File: src/rtl/rf3w_pkg.sv
package rf3w_pkg;
    localparam logic [2:0] RT_A = 3'd0;
    localparam logic [2:0] RT_B = 3'd1;
    localparam logic [2:0] RT_C = 3'd2;
    localparam logic [2:0] RT_D = 3'd3;

    typedef enum logic [2:0] {
        S_IDLE,
        S_SETUP,
        S_DRIVE,
        S_HIGH,
        S_TAIL,
        S_DONE,
        S_ERR
    } wr_state_e;
endpackage

File: src/rtl/rf3w_framer.sv
module rf3w_framer
    import rf3w_pkg::*;
#(
    parameter int FRAME_W = 32,
    parameter int ADDR_W  = 8,
    parameter int A_DW    = 12,
    parameter int A_AW    = 4,
    parameter int B_DW    = 20,
    parameter int B_AW    = 7,
    parameter int C_DW    = 17,
    parameter int C_AW    = 5,
    parameter int CNT_W   = $clog2(FRAME_W + 1)
) (
    input  logic [2:0]         rtype,
    input  logic [ADDR_W-1:0]  addr,
    input  logic [FRAME_W-1:0] value,
    output logic [FRAME_W-1:0] frame_aligned,
    output logic [CNT_W-1:0]   nbits,
    output logic               lsb_first,
    output logic               supported
);
    localparam int A_LEN = A_DW + A_AW;
    localparam int B_LEN = FRAME_W;
    localparam int C_LEN = C_DW + C_AW;
    localparam int B_WEN = B_DW + B_AW;
    localparam logic [FRAME_W-1:0] ONES = '1;
    localparam logic [FRAME_W-1:0] A_DM = ONES >> (FRAME_W - A_DW);
    localparam logic [FRAME_W-1:0] A_AM = ONES >> (FRAME_W - A_AW);
    localparam logic [FRAME_W-1:0] B_DM = ONES >> (FRAME_W - B_DW);
    localparam logic [FRAME_W-1:0] B_AM = ONES >> (FRAME_W - B_AW);
    localparam logic [FRAME_W-1:0] C_DM = ONES >> (FRAME_W - C_DW);
    localparam logic [FRAME_W-1:0] C_AM = ONES >> (FRAME_W - C_AW);

    logic [FRAME_W-1:0] addr_x;
    logic [FRAME_W-1:0] raw;

    assign addr_x = FRAME_W'(addr);

    always_comb begin
        raw       = '0;
        nbits     = '0;
        lsb_first = 1'b0;
        supported = 1'b1;
        unique case (rtype)
            RT_A: begin
                raw   = ((addr_x & A_AM) << A_DW) | (value & A_DM);
                nbits = CNT_W'(A_LEN);
            end
            RT_B: begin
                raw       = ((addr_x & B_AM) << B_DW) | (value & B_DM)
                          | (FRAME_W'(1) << B_WEN);
                nbits     = CNT_W'(B_LEN);
                lsb_first = 1'b1;
            end
            RT_C, RT_D: begin
                raw   = ((addr_x & C_AM) << C_DW) | (value & C_DM);
                nbits = CNT_W'(C_LEN);
            end
            default: supported = 1'b0;
        endcase
        // MSB-first frames are left-aligned so the shifter always takes the top bit
        frame_aligned = lsb_first ? raw : (raw << (CNT_W'(FRAME_W) - nbits));
    end
endmodule

File: src/rtl/rf3w_phase_timer.sv
module rf3w_phase_timer #(
    parameter int HIGH_CYC = 4,
    parameter int LOW_CYC  = 4
) (
    input  logic clk,
    input  logic rst_n,
    input  logic load,
    input  logic sel_high,
    output logic expired
);
    localparam int MAX_CYC = (HIGH_CYC > LOW_CYC) ? HIGH_CYC : LOW_CYC;
    localparam int TW      = $clog2(MAX_CYC + 1);

    logic [TW-1:0] cnt;

    always_ff @(posedge clk or negedge rst_n) begin
        if (!rst_n) begin
            cnt <= '0;
        end else if (load) begin
            cnt <= sel_high ? TW'(HIGH_CYC - 1) : TW'(LOW_CYC - 1);
        end else if (cnt != '0) begin
            cnt <= cnt - 1'b1;
        end
    end

    assign expired = (cnt == '0);
endmodule

File: src/rtl/rf3w_shifter.sv
module rf3w_shifter #(
    parameter int FRAME_W = 32
) (
    input  logic               clk,
    input  logic               rst_n,
    input  logic               load,
    input  logic               shift,
    input  logic               lsb_first,
    input  logic [FRAME_W-1:0] frame,
    output logic               bit_out
);
    logic [FRAME_W-1:0] sr;
    logic               dir_lsb;

    always_ff @(posedge clk or negedge rst_n) begin
        if (!rst_n) begin
            sr      <= '0;
            dir_lsb <= 1'b0;
        end else if (load) begin
            sr      <= frame;
            dir_lsb <= lsb_first;
        end else if (shift) begin
            sr <= dir_lsb ? (sr >> 1) : (sr << 1);
        end
    end

    assign bit_out = dir_lsb ? sr[0] : sr[FRAME_W-1];
endmodule

File: src/rtl/rf3w_writer.sv
module rf3w_writer
    import rf3w_pkg::*;
#(
    parameter int FRAME_W  = 32,
    parameter int ADDR_W   = 8,
    parameter int A_DW     = 12,
    parameter int A_AW     = 4,
    parameter int B_DW     = 20,
    parameter int B_AW     = 7,
    parameter int C_DW     = 17,
    parameter int C_AW     = 5,
    parameter int HIGH_CYC = 4,
    parameter int LOW_CYC  = 4
) (
    input  logic               clk,
    input  logic               rst_n,
    input  logic               start,
    input  logic [2:0]         radio_type,
    input  logic [ADDR_W-1:0]  addr,
    input  logic [FRAME_W-1:0] value,
    output logic               sclk,
    output logic               sdata,
    output logic               sen_n,
    output logic               busy,
    output logic               done,
    output logic               err
);
    localparam int CNT_W = $clog2(FRAME_W + 1);

    wr_state_e          state, state_n;
    logic [FRAME_W-1:0] frame_aligned;
    logic [CNT_W-1:0]   nbits, bits_left;
    logic               lsb_first, supported;
    logic               expired, bit_out;
    logic               accept, advance;

    rf3w_framer #(
        .FRAME_W(FRAME_W), .ADDR_W(ADDR_W),
        .A_DW(A_DW), .A_AW(A_AW), .B_DW(B_DW), .B_AW(B_AW),
        .C_DW(C_DW), .C_AW(C_AW), .CNT_W(CNT_W)
    ) u_framer (
        .rtype(radio_type), .addr(addr), .value(value),
        .frame_aligned(frame_aligned), .nbits(nbits),
        .lsb_first(lsb_first), .supported(supported)
    );

    rf3w_phase_timer #(.HIGH_CYC(HIGH_CYC), .LOW_CYC(LOW_CYC)) u_timer (
        .clk(clk), .rst_n(rst_n),
        .load(state_n != state), .sel_high(state_n == S_HIGH),
        .expired(expired)
    );

    rf3w_shifter #(.FRAME_W(FRAME_W)) u_shifter (
        .clk(clk), .rst_n(rst_n),
        .load(accept), .shift(advance),
        .lsb_first(lsb_first), .frame(frame_aligned),
        .bit_out(bit_out)
    );

    assign accept  = (state == S_IDLE) && start && supported;
    assign advance = (state == S_HIGH) && (state_n == S_DRIVE);

    always_ff @(posedge clk or negedge rst_n) begin
        if (!rst_n) begin
            state     <= S_IDLE;
            bits_left <= '0;
        end else begin
            state <= state_n;
            if (accept)       bits_left <= nbits;
            else if (advance) bits_left <= bits_left - 1'b1;
        end
    end

    always_comb begin
        state_n = state;
        unique case (state)
            S_IDLE:  if (start) state_n = supported ? S_SETUP : S_ERR;
            S_SETUP: if (expired) state_n = S_DRIVE;
            S_DRIVE: if (expired) state_n = S_HIGH;
            S_HIGH:  if (expired) state_n = (bits_left == CNT_W'(1)) ? S_TAIL : S_DRIVE;
            S_TAIL:  if (expired) state_n = S_DONE;
            S_DONE:  state_n = S_IDLE;
            S_ERR:   state_n = S_IDLE;
            default: state_n = S_IDLE;
        endcase
    end

    always_comb begin
        sclk  = (state == S_HIGH);
        sen_n = !((state == S_SETUP) || (state == S_DRIVE) ||
                  (state == S_HIGH)  || (state == S_TAIL));
        sdata = ((state == S_DRIVE) || (state == S_HIGH)) && bit_out;
        busy  = (state != S_IDLE);
        done  = (state == S_DONE);
        err   = (state == S_ERR);
    end


    sdata_stable_chk: assert property (@(posedge clk) disable iff (!rst_n)
        (sclk && $past(sclk)) |-> $stable(sdata));


    edge_in_frame_chk: assert property (@(posedge clk) disable iff (!rst_n)
        $rose(sclk) |-> !sen_n);


    err_quiet_chk: assert property (@(posedge clk) disable iff (!rst_n)
        err |-> (sen_n && !sclk));


    done_pulse_chk: assert property (@(posedge clk) disable iff (!rst_n)
        done |=> (!done && !busy));


    idle_lines_chk: assert property (@(posedge clk) disable iff (!rst_n)
        !busy |-> (sen_n && !sclk && !done && !err));


    latch_edge_chk: assert property (@(posedge clk) disable iff (!rst_n)
        $rose(sen_n) |-> done);
endmodule

File: config.mk
export PLATFORM = sky130hd
export DESIGN_NAME = rf3w_writer
export DESIGN_NICKNAME = d
export VERILOG_FILES = /design/src/rtl/rf3w_pkg.sv /design/src/rtl/rf3w_framer.sv /design/src/rtl/rf3w_phase_timer.sv /design/src/rtl/rf3w_shifter.sv /design/src/rtl/rf3w_writer.sv
export SDC_FILE = /design/constraint.sdc
export NUM_CORES = 1
export LEC_CHECK = 0
export CAP_MARGIN = 40
export CORE_ASPECT_RATIO = 1.75
export CORE_MARGIN = 5
export CORE_UTILIZATION = 46
export CTS_BUF_LIST = sky130_fd_sc_hd__clkbuf_4
export CTS_CLUSTER_SIZE = 8
export DETAILED_ROUTE_END_ITERATION = 10
export DONT_BUFFER_PORTS = 1
export SLEW_MARGIN = 20
export SYNTH_ARGS = -nofsm -noshare
export SYNTH_HDL_FRONTEND = slang
export SYNTH_SLANG_ARGS = --single-unit
File: constraint.sdc
create_clock -name clk -period 1.95 [get_ports clk]
set_clock_uncertainty 0.05 [all_clocks]
set_input_delay 0.195 -clock clk [delete_from_list [all_inputs] [get_ports clk]]
set_output_delay 0.195 -clock clk [all_outputs]
set_load 0.1 [all_outputs]
==> results of run 1 <==
-- sequential cells by signal (all words and copies together) (netlist names) --
signal,count
u_shifter.sr,32
bits_left,6
state,3
u_timer.cnt,3
u_shifter.dir_lsb,1
-- per-layer routing --
metal	wire, um	track usage, %	share of wire (%)	vias up
met1	3310	23.1	38	1315
met5	27	0	0.31	-
met3	571	5.60	6.5	27
li1	-	-	-	1283
met4	416	11.4	4.7	2
met2	4460	38.1	51	91
-- stage by stage --
| stage | hold WS [ps] | utilization [%] | cells |
|---|---|---|---|
| after CTS | 2.45 | 55.9 | 433 |
| final | 5.81 | 59.2 | 443 |
| after global placement | -149 | 51.6 | 408 |
| after global routing | 1.96 | 59.2 | 443 |
| after floorplan | -151 | - | 329 |
| after detailed placement | -149 | 51.6 | 408 |
-- area by class of cell --
cell class | instances | area (um^2)
fillers | 563 | 2560
multi-input cells | 248 | 1820
flip-flops and latches | 45 | 1130
repair buffers | 52 | 584
well taps | 80 | 100
clock buffers | 5 | 37.5
inverters | 9 | 33.8
clock inverters | 3 | 12.5
diodes | 1 | 2.50
-- worst min-delay path, stage by stage --
cell and delay, ps:
o21ai_0 60, nand2_1 70, o211ai_1 70
-- repair_timing --
item | CTS | global route
pin swaps | 0 | 2
hold buffers | 15 | 1
endpoints found under the setup margin | 14 | 28
gates cloned | 1 | 3
endpoints found under the hold margin | 61 | 1
buffers inserted | 1 | 5
resized for setup | 4 | 24
-- kinds of logic after synthesis --
kind of cell	share of synthesized area [%]
adder cells (fa/ha/maj)	1.68
XOR/XNOR	0.294
AO/OA/AOI/OAI	19.9
buffers and inverters	5.55
flip-flops	37.8
multiplexers	13.8
AND/OR/NAND/NOR	21.0
-- power by group through the flow --
stage	clock, mW	sequential, mW	combinational [mW]
floorplan	0	1.56	1.58
global placement	0	1.71	1.94
detailed placement	0	1.72	1.98
CTS	0.472	1.69	2.12
global route	0.506	1.76	2.52
finish	0.458	1.71	2.30
-- worst max-delay path by stage --
| stage | start | endpoint | slack (ps) | cells past startpoint |
|---|---|---|---|---|
| after global placement | bits_left[0]$_DFFE_PN0P_ | bits_left[5]$_DFFE_PN0P_ | -30 | 5 |
| after detailed placement | bits_left[0]$_DFFE_PN0P_ | bits_left[5]$_DFFE_PN0P_ | -50 | 5 |
| after global routing | state[2]$_DFF_PN0_ | u_shifter.sr[3]$_DFFE_PN0P_ | -90 | 5 |
| final | bits_left[1]$_DFFE_PN0P_ | bits_left[5]$_DFFE_PN0P_ | -9 | 6 |
| after floorplan | state[2]$_DFF_PN0_ | done | -200 | 2 |
| after CTS | bits_left[1]$_DFFE_PN0P_ | bits_left[5]$_DFFE_PN0P_ | -40 | 6 |
-- layout by cell type, fill, tap and decap left out, types with 6 or more instances in the layout --
| cell type | instances |
|---|---|
| a211o_1 | 10 |
| a21oi_1 | 11 |
| a22oi_1 | 7 |
| and3_4 | 9 |
| buf_4 | 23 |
| dfrtp_1 | 44 |
| dlygate4sd3_1 | 15 |
| inv_1 | 8 |
| mux2i_1 | 41 |
| nand2_1 | 32 |
| nand3_1 | 20 |
| nor2_1 | 19 |
| nor3b_1 | 7 |
| o211ai_1 | 13 |
| o21ai_0 | 11 |
| o22ai_1 | 6 |
-- Yosys cell counts --
| library cell | instances | area [um^2] |
|---|---|---|
| or4b_4 | 1 | 13.8 |
| a21o_1 | 1 | 7.51 |
| nand2b_4 | 1 | 13.8 |
| o32ai_1 | 1 | 8.76 |
| inv_1 | 9 | 33.8 |
| xnor2_1 | 1 | 8.76 |
| nand2_1 | 34 | 128 |
| a21oi_1 | 11 | 55.1 |
| a22oi_1 | 7 | 52.6 |
| nor2_2 | 1 | 6.26 |
| o211ai_1 | 13 | 97.6 |
| o221ai_1 | 5 | 43.8 |
| nand3b_1 | 1 | 7.51 |
| nand4_1 | 3 | 18.8 |
| a211oi_1 | 3 | 22.5 |
| a41oi_1 | 1 | 8.76 |
| nand4b_1 | 1 | 8.76 |
| nor3_2 | 1 | 10.0 |
| mux2i_1 | 41 | 410 |
| buf_6 | 2 | 22.5 |
| and2_1 | 1 | 6.26 |
| nor2b_1 | 5 | 31.3 |
| buf_1 | 4 | 15.0 |
| or2_2 | 1 | 6.26 |
| clkbuf_1 | 13 | 48.8 |
| dfrtp_1 | 45 | 1130 |
| or3_1 | 2 | 12.5 |
| and3_1 | 12 | 75.1 |
| a311o_1 | 2 | 20.0 |
| nor3_1 | 2 | 10.0 |
| nand3_1 | 20 | 100 |
| o21ai_0 | 11 | 55.1 |
| nor2_1 | 20 | 75.1 |
| a211oi_2 | 1 | 12.5 |
| o311a_1 | 3 | 30.0 |
| nand2b_1 | 3 | 18.8 |
| or4b_1 | 1 | 10.0 |
| a211o_1 | 11 | 96.3 |
| ha_1 | 4 | 50.1 |
| nor3b_1 | 8 | 60.1 |
| nor4_1 | 2 | 12.5 |
| a31o_2 | 5 | 43.8 |
| o22ai_1 | 6 | 37.5 |
| buf_2 | 9 | 45.0 |
==> impl_metrics.json, run 1 <==
{
  "outcome": "finished with violations",
  "failed_checks": "setup timing",
  "drt-initial-drc-count": 164,
  "synth.cell_area_mm2": 0.00298,
  "p_seq_share_pct": 38.2,
  "fin_nets": 411,
  "die_h_um": 116,
  "first_global_vias": 2738,
  "worstReg2RegStart": "bits_left[1]$_DFFE_PN0P_",
  "synth_cells": 329,
  "worstSetupPathType": "flip-flop to flip-flop",
  "vdd_drop_max_mv": 1.10,
  "dr.pass1.iters": 4,
  "crit_buf_inv": 1,
  "power.internal_mw": 2.64,
  "synth_nets": 379,
  "core_area_mm2": 0.00628,
  "worst_path_largest_cell_delay_ps": 480,
  "hold_path.class": "input port to flip-flop",
  "comb_power_share_pct": 51.5,
  "p_leak_nw": 1.64,
  "switching_share_pct": 40.8,
  "portBuffers": 0,
  "drv_slew": 0,
  "worstHoldStart": "radio_type[1]",
  "synth_cell_types": 44,
  "dpl_worst_slack_ps": -49.6,
  "synthToLayoutAreaGrowth_pct": 24.8,
  "num_rows": 38,
  "fmax_mhz": 510,
  "cp_cell_sequence": "inv_2 -> ha_4 -> nor2b_4 -> or4b_4 -> o311a_1 -> or3_1",
  "power_mw": 4.46,
  "grt_pass1_wl_um": 13700,
  "crit_path_max_fanout": 3,
  "hold_depth": 3,
  "die_area_mm2": 0.00824,
  "cts_sinks": 45,
  "via_count": 2718,
  "finalSetupTns_ps": -9.17,
  "wl_per_cell_um": 19.8,
  "yosys_warnings": 0,
  "critical_path.startpoint_type": "flip-flop",
  "chipWidth_um": 70.8,
  "hpwl_um": 5750,
  "cap_violations": 0,
  "setup_viol": 1,
  "powerDensity_mw_per_mm2": 1200,
  "cts_tree": "done",
  "drc": 0,
  "p_sw_mw": 1.82,
  "r2r_cells": 6,
  "ys_seq_elements": 45,
  "h-tree-depth": 2,
  "drt-total-wl_um": 8780,
  "clkPwrFrac_pct": 10.3,
  "grtUsageTotal_pct": 21.5,
  "clk_pin_slew_ps": 140,
  "grt-ovfl-total": 0,
  "boundaryPins": 52,
  "cpLargestDelayFamily": "simple AND/OR/NAND/NOR gates",
  "worstSkewPairLatency_ps": 390,
  "layout-drive-gt1-share_pct": 21.0,
  "avgSynthCellArea_um2": 9.05,
  "antenna_found_initial": 2,
  "rsz0062_at_grt": "yes",
  "min_to": "u_shifter.sr[21]$_DFFE_PN0P_",
  "r2r-end": "bits_left[5]$_DFFE_PN0P_",
  "worstSetupEndpointType": "flip-flop",
  "worstMarginPinSlew_ps": 357,
  "slowest_stage": "or4b_4",
  "clk_path_buf_depth": 2,
  "timing.reg2reg.setup_slack_ps": -9,
  "drt-vias-per-instance": 6.14,
  "critPathRequiredTime_ps": 2170,
  "numCtsBuffers": 5,
  "layout_min_cycle_time_ps": 1960,
  "hold_violations": 0,
  "design_area_mm2": 0.00372,
  "synth-seq-area-share_pct": 37.8,
  "setup_slack_ps": -9.17,
  "post-route-period-util_pct": 100,
  "grt_max_degree": 46,
  "cts_root_buf": "clkbuf_4",
  "crit_arrival_ps": 2180,
  "place_area_mm2": 0.00324,
  "start_util_pct": 47.4,
  "routabilityCongestion": 0.848,
  "drtAntennaViolNets": 0,
  "slew_headroom_pct": 75.6
}
No activity file was read; power rests on OpenSTA's default activity.
==> run 2: changes to the inputs <==
Settings changed: CORE_MARGIN 5 to not set, SETUP_SLACK_MARGIN set to 0.1.
==> impl_metrics.json, run 2 (synthesis results as in run 1) <==
{
  "worstSkewPairLatency_ps": 390,
  "regMostFlops": "u_shifter.sr",
  "die_area_mm2": 0.00681,
  "seq_area_mm2": 0.00113,
  "largest_reg_flops": 32,
  "power.internal_mw": 3.06,
  "met3_length_um": 584,
  "routed.top_layer": "met4",
  "comb_power_share_pct": 51.7,
  "cts_sinks": 45,
  "vdd_drop_max_mv": 0.915,
  "worstMarginPinSlew_ps": 406,
  "worstSetupPathType": "flip-flop to flip-flop",
  "grt_max_degree": 46,
  "hold_path.class": "input port to flip-flop",
  "outcome": "finished with violations",
  "crit_path_max_fanout": 7,
  "setup_viol": 17,
  "drt-total-wl_um": 9920,
  "critical_path.startpoint_type": "flip-flop",
  "chipWidth_um": 62.8,
  "failed_checks": "setup timing",
  "grt-ovfl-total": 0,
  "p_sw_mw": 2.01,
  "boundaryPins": 52,
  "drv_slew": 0,
  "fillCellCount": 466,
  "first_global_vias": 2799,
  "portBuffers": 0,
  "cts_root_buf": "clkbuf_4",
  "p_seq_share_pct": 33.8,
  "diodes": 0,
  "dr.pass1.iters": 4,
  "p_leak_nw": 1.86,
  "clk_pin_slew_ps": 150,
  "drt-initial-drc-count": 253,
  "layout_commonest_cell": "dfrtp_1",
  "power_mw": 5.07,
  "via_count": 2893,
  "drt-vias-per-instance": 6.30,
  "die_h_um": 108,
  "drc": 0,
  "setup_slack_ps": -86.2,
  "numCtsBuffers": 5,
  "wl_per_cell_um": 21.6,
  "cap_violations": 0,
  "place_area_mm2": 0.00323,
  "clk_path_buf_depth": 2,
  "switching_share_pct": 39.6,
  "synthToLayoutAreaGrowth_pct": 39.9,
  "num_rows": 38,
  "layout_common_cells": "dfrtp_1 (44), mux2i_1 (41), nand2_1 (29)",
  "multi_input_comb_area_mm2": 0.00196,
  "clkPwrFrac_pct": 14.5,
  "hpwl_um": 5830,
  "layout-drive-gt1-share_pct": 28.2,
  "crit_arrival_ps": 2290,
  "start_util_pct": 47.8,
  "fmax_mhz": 491,
  "powerDensity_mw_per_mm2": 1220,
  "grtUsageTotal_pct": 29.0,
  "wl_met2_um": 5210,
  "h-tree-depth": 2,
  "rsz0062_at_grt": "yes",
  "critPathRequiredTime_ps": 2200,
  "cts_tree": "done",
  "top_regs": "u_shifter.sr: 32 flops, bits_left: 6 flops",
  "design_area_mm2": 0.00417,
  "met1_length_um": 3600,
  "layout_min_cycle_time_ps": 2040,
  "hold_violations": 0,
  "dpl_worst_slack_ps": -61.4,
  "post-route-period-util_pct": 104,
  "routabilityCongestion": 0.823,
  "grt_pass1_wl_um": 14900,
  "drtAntennaViolNets": 0,
  "fin_nets": 428,
  "core_area_mm2": 0.00623,
  "worstSetupEndpointType": "flip-flop",
  "antenna_found_initial": 0,
  "post-route-util_pct": 66.9,
  "slew_headroom_pct": 72.8
}
==> run 2: cell types whose count changed in the layout (fill, tap and decap cells not counted), moves of 3 or more <==
| cell | change |
|---|---|
| nand3_1 | -6 |
| nand3_2 | +6 |
| buf_4 | +3 |
| buf_6 | +3 |
| clkbuf_16 | +3 |
| nand2_1 | -3 |
| o221ai_1 | -3 |
| o221ai_2 | +3 |
| o22ai_1 | -3 |
==> run 2: per-stage QoR <==
stage                     hold slack [ps]  std cells  setup TNS, ps
final                                6.06        459           -773
after global routing                 22.4        459          -2320
after global placement               -150        408          -12.9
after detailed placement             -150        408           -166
after CTS                            1.98        440           -239
after floorplan                      -151        329          -12.3
==> run 2: area by class of cell <==
type                    count  area share [%]
flip-flops and latches     45            27.1
repair buffers             68            20.2
clock inverters             3            1.56
multi-input cells         249            47.1
inverters                   9           0.811
well taps                  80            2.40
clock buffers               5           0.901
==> run 2: worst max-delay path: stages (launching register included) <==
cell	delay, ps
dfrtp_1	410
inv_1	70
ha_2	160
nor2b_4	120
buf_4	130
a211o_4	410
clkbuf_16	200
and3_4	180
a211o_1	220
==> run 2: what timing repair did <==
| item | in CTS | in global routing |
|---|---|---|
| hold endpoints to repair | 66 | 1 |
| pin swaps | 4 | 11 |
| hold buffers | 16 | 2 |
| resized for setup | 30 | 37 |
| setup endpoints to repair | 28 | 44 |
| buffers inserted | 2 | 13 |
| gates cloned | 6 | 5 |
==> run 2: final timing paths <==
path | start | endpoint | slack (ps) | cells after the start
setup reg to reg | bits_left[1]$_DFFE_PN0P_ | u_shifter.sr[2]$_DFFE_PN0P_ | -90 | 8
setup / recovery | bits_left[1]$_DFFE_PN0P_ | u_shifter.sr[2]$_DFFE_PN0P_ | -90 | 8
min in group asynchronous | rst_n | u_shifter.sr[2]$_DFFE_PN0P_ | 250 | 2
max in group asynchronous | rst_n | u_shifter.dir_lsb$_DFFE_PN0P_ | 1360 | 2
hold reg to reg | bits_left[3]$_DFFE_PN0P_ | bits_left[3]$_DFFE_PN0P_ | 500 | 1
hold / removal | radio_type[1] | u_shifter.sr[17]$_DFFE_PN0P_ | 6 | 4
==> run 2: power groups by stage <==
stage                     Clock (mW)  Sequential [mW]  Combinational [mW]
after floorplan                    0             1.56                1.59
final                          0.733             1.71                2.62
after detailed placement           0             1.69                2.02
after global routing           0.783             1.76                2.84
after global placement             0             1.68                1.98
after CTS                      0.741             1.67                2.30
==> run 2: per-layer routing <==
metal / up-vias / GRT usage (%)
met5: - / 0
met4: 0 / 15.9
met3: 37 / 5.49
met2: 111 / 53.3
met1: 1421 / 30.8
li1: 1324 / -
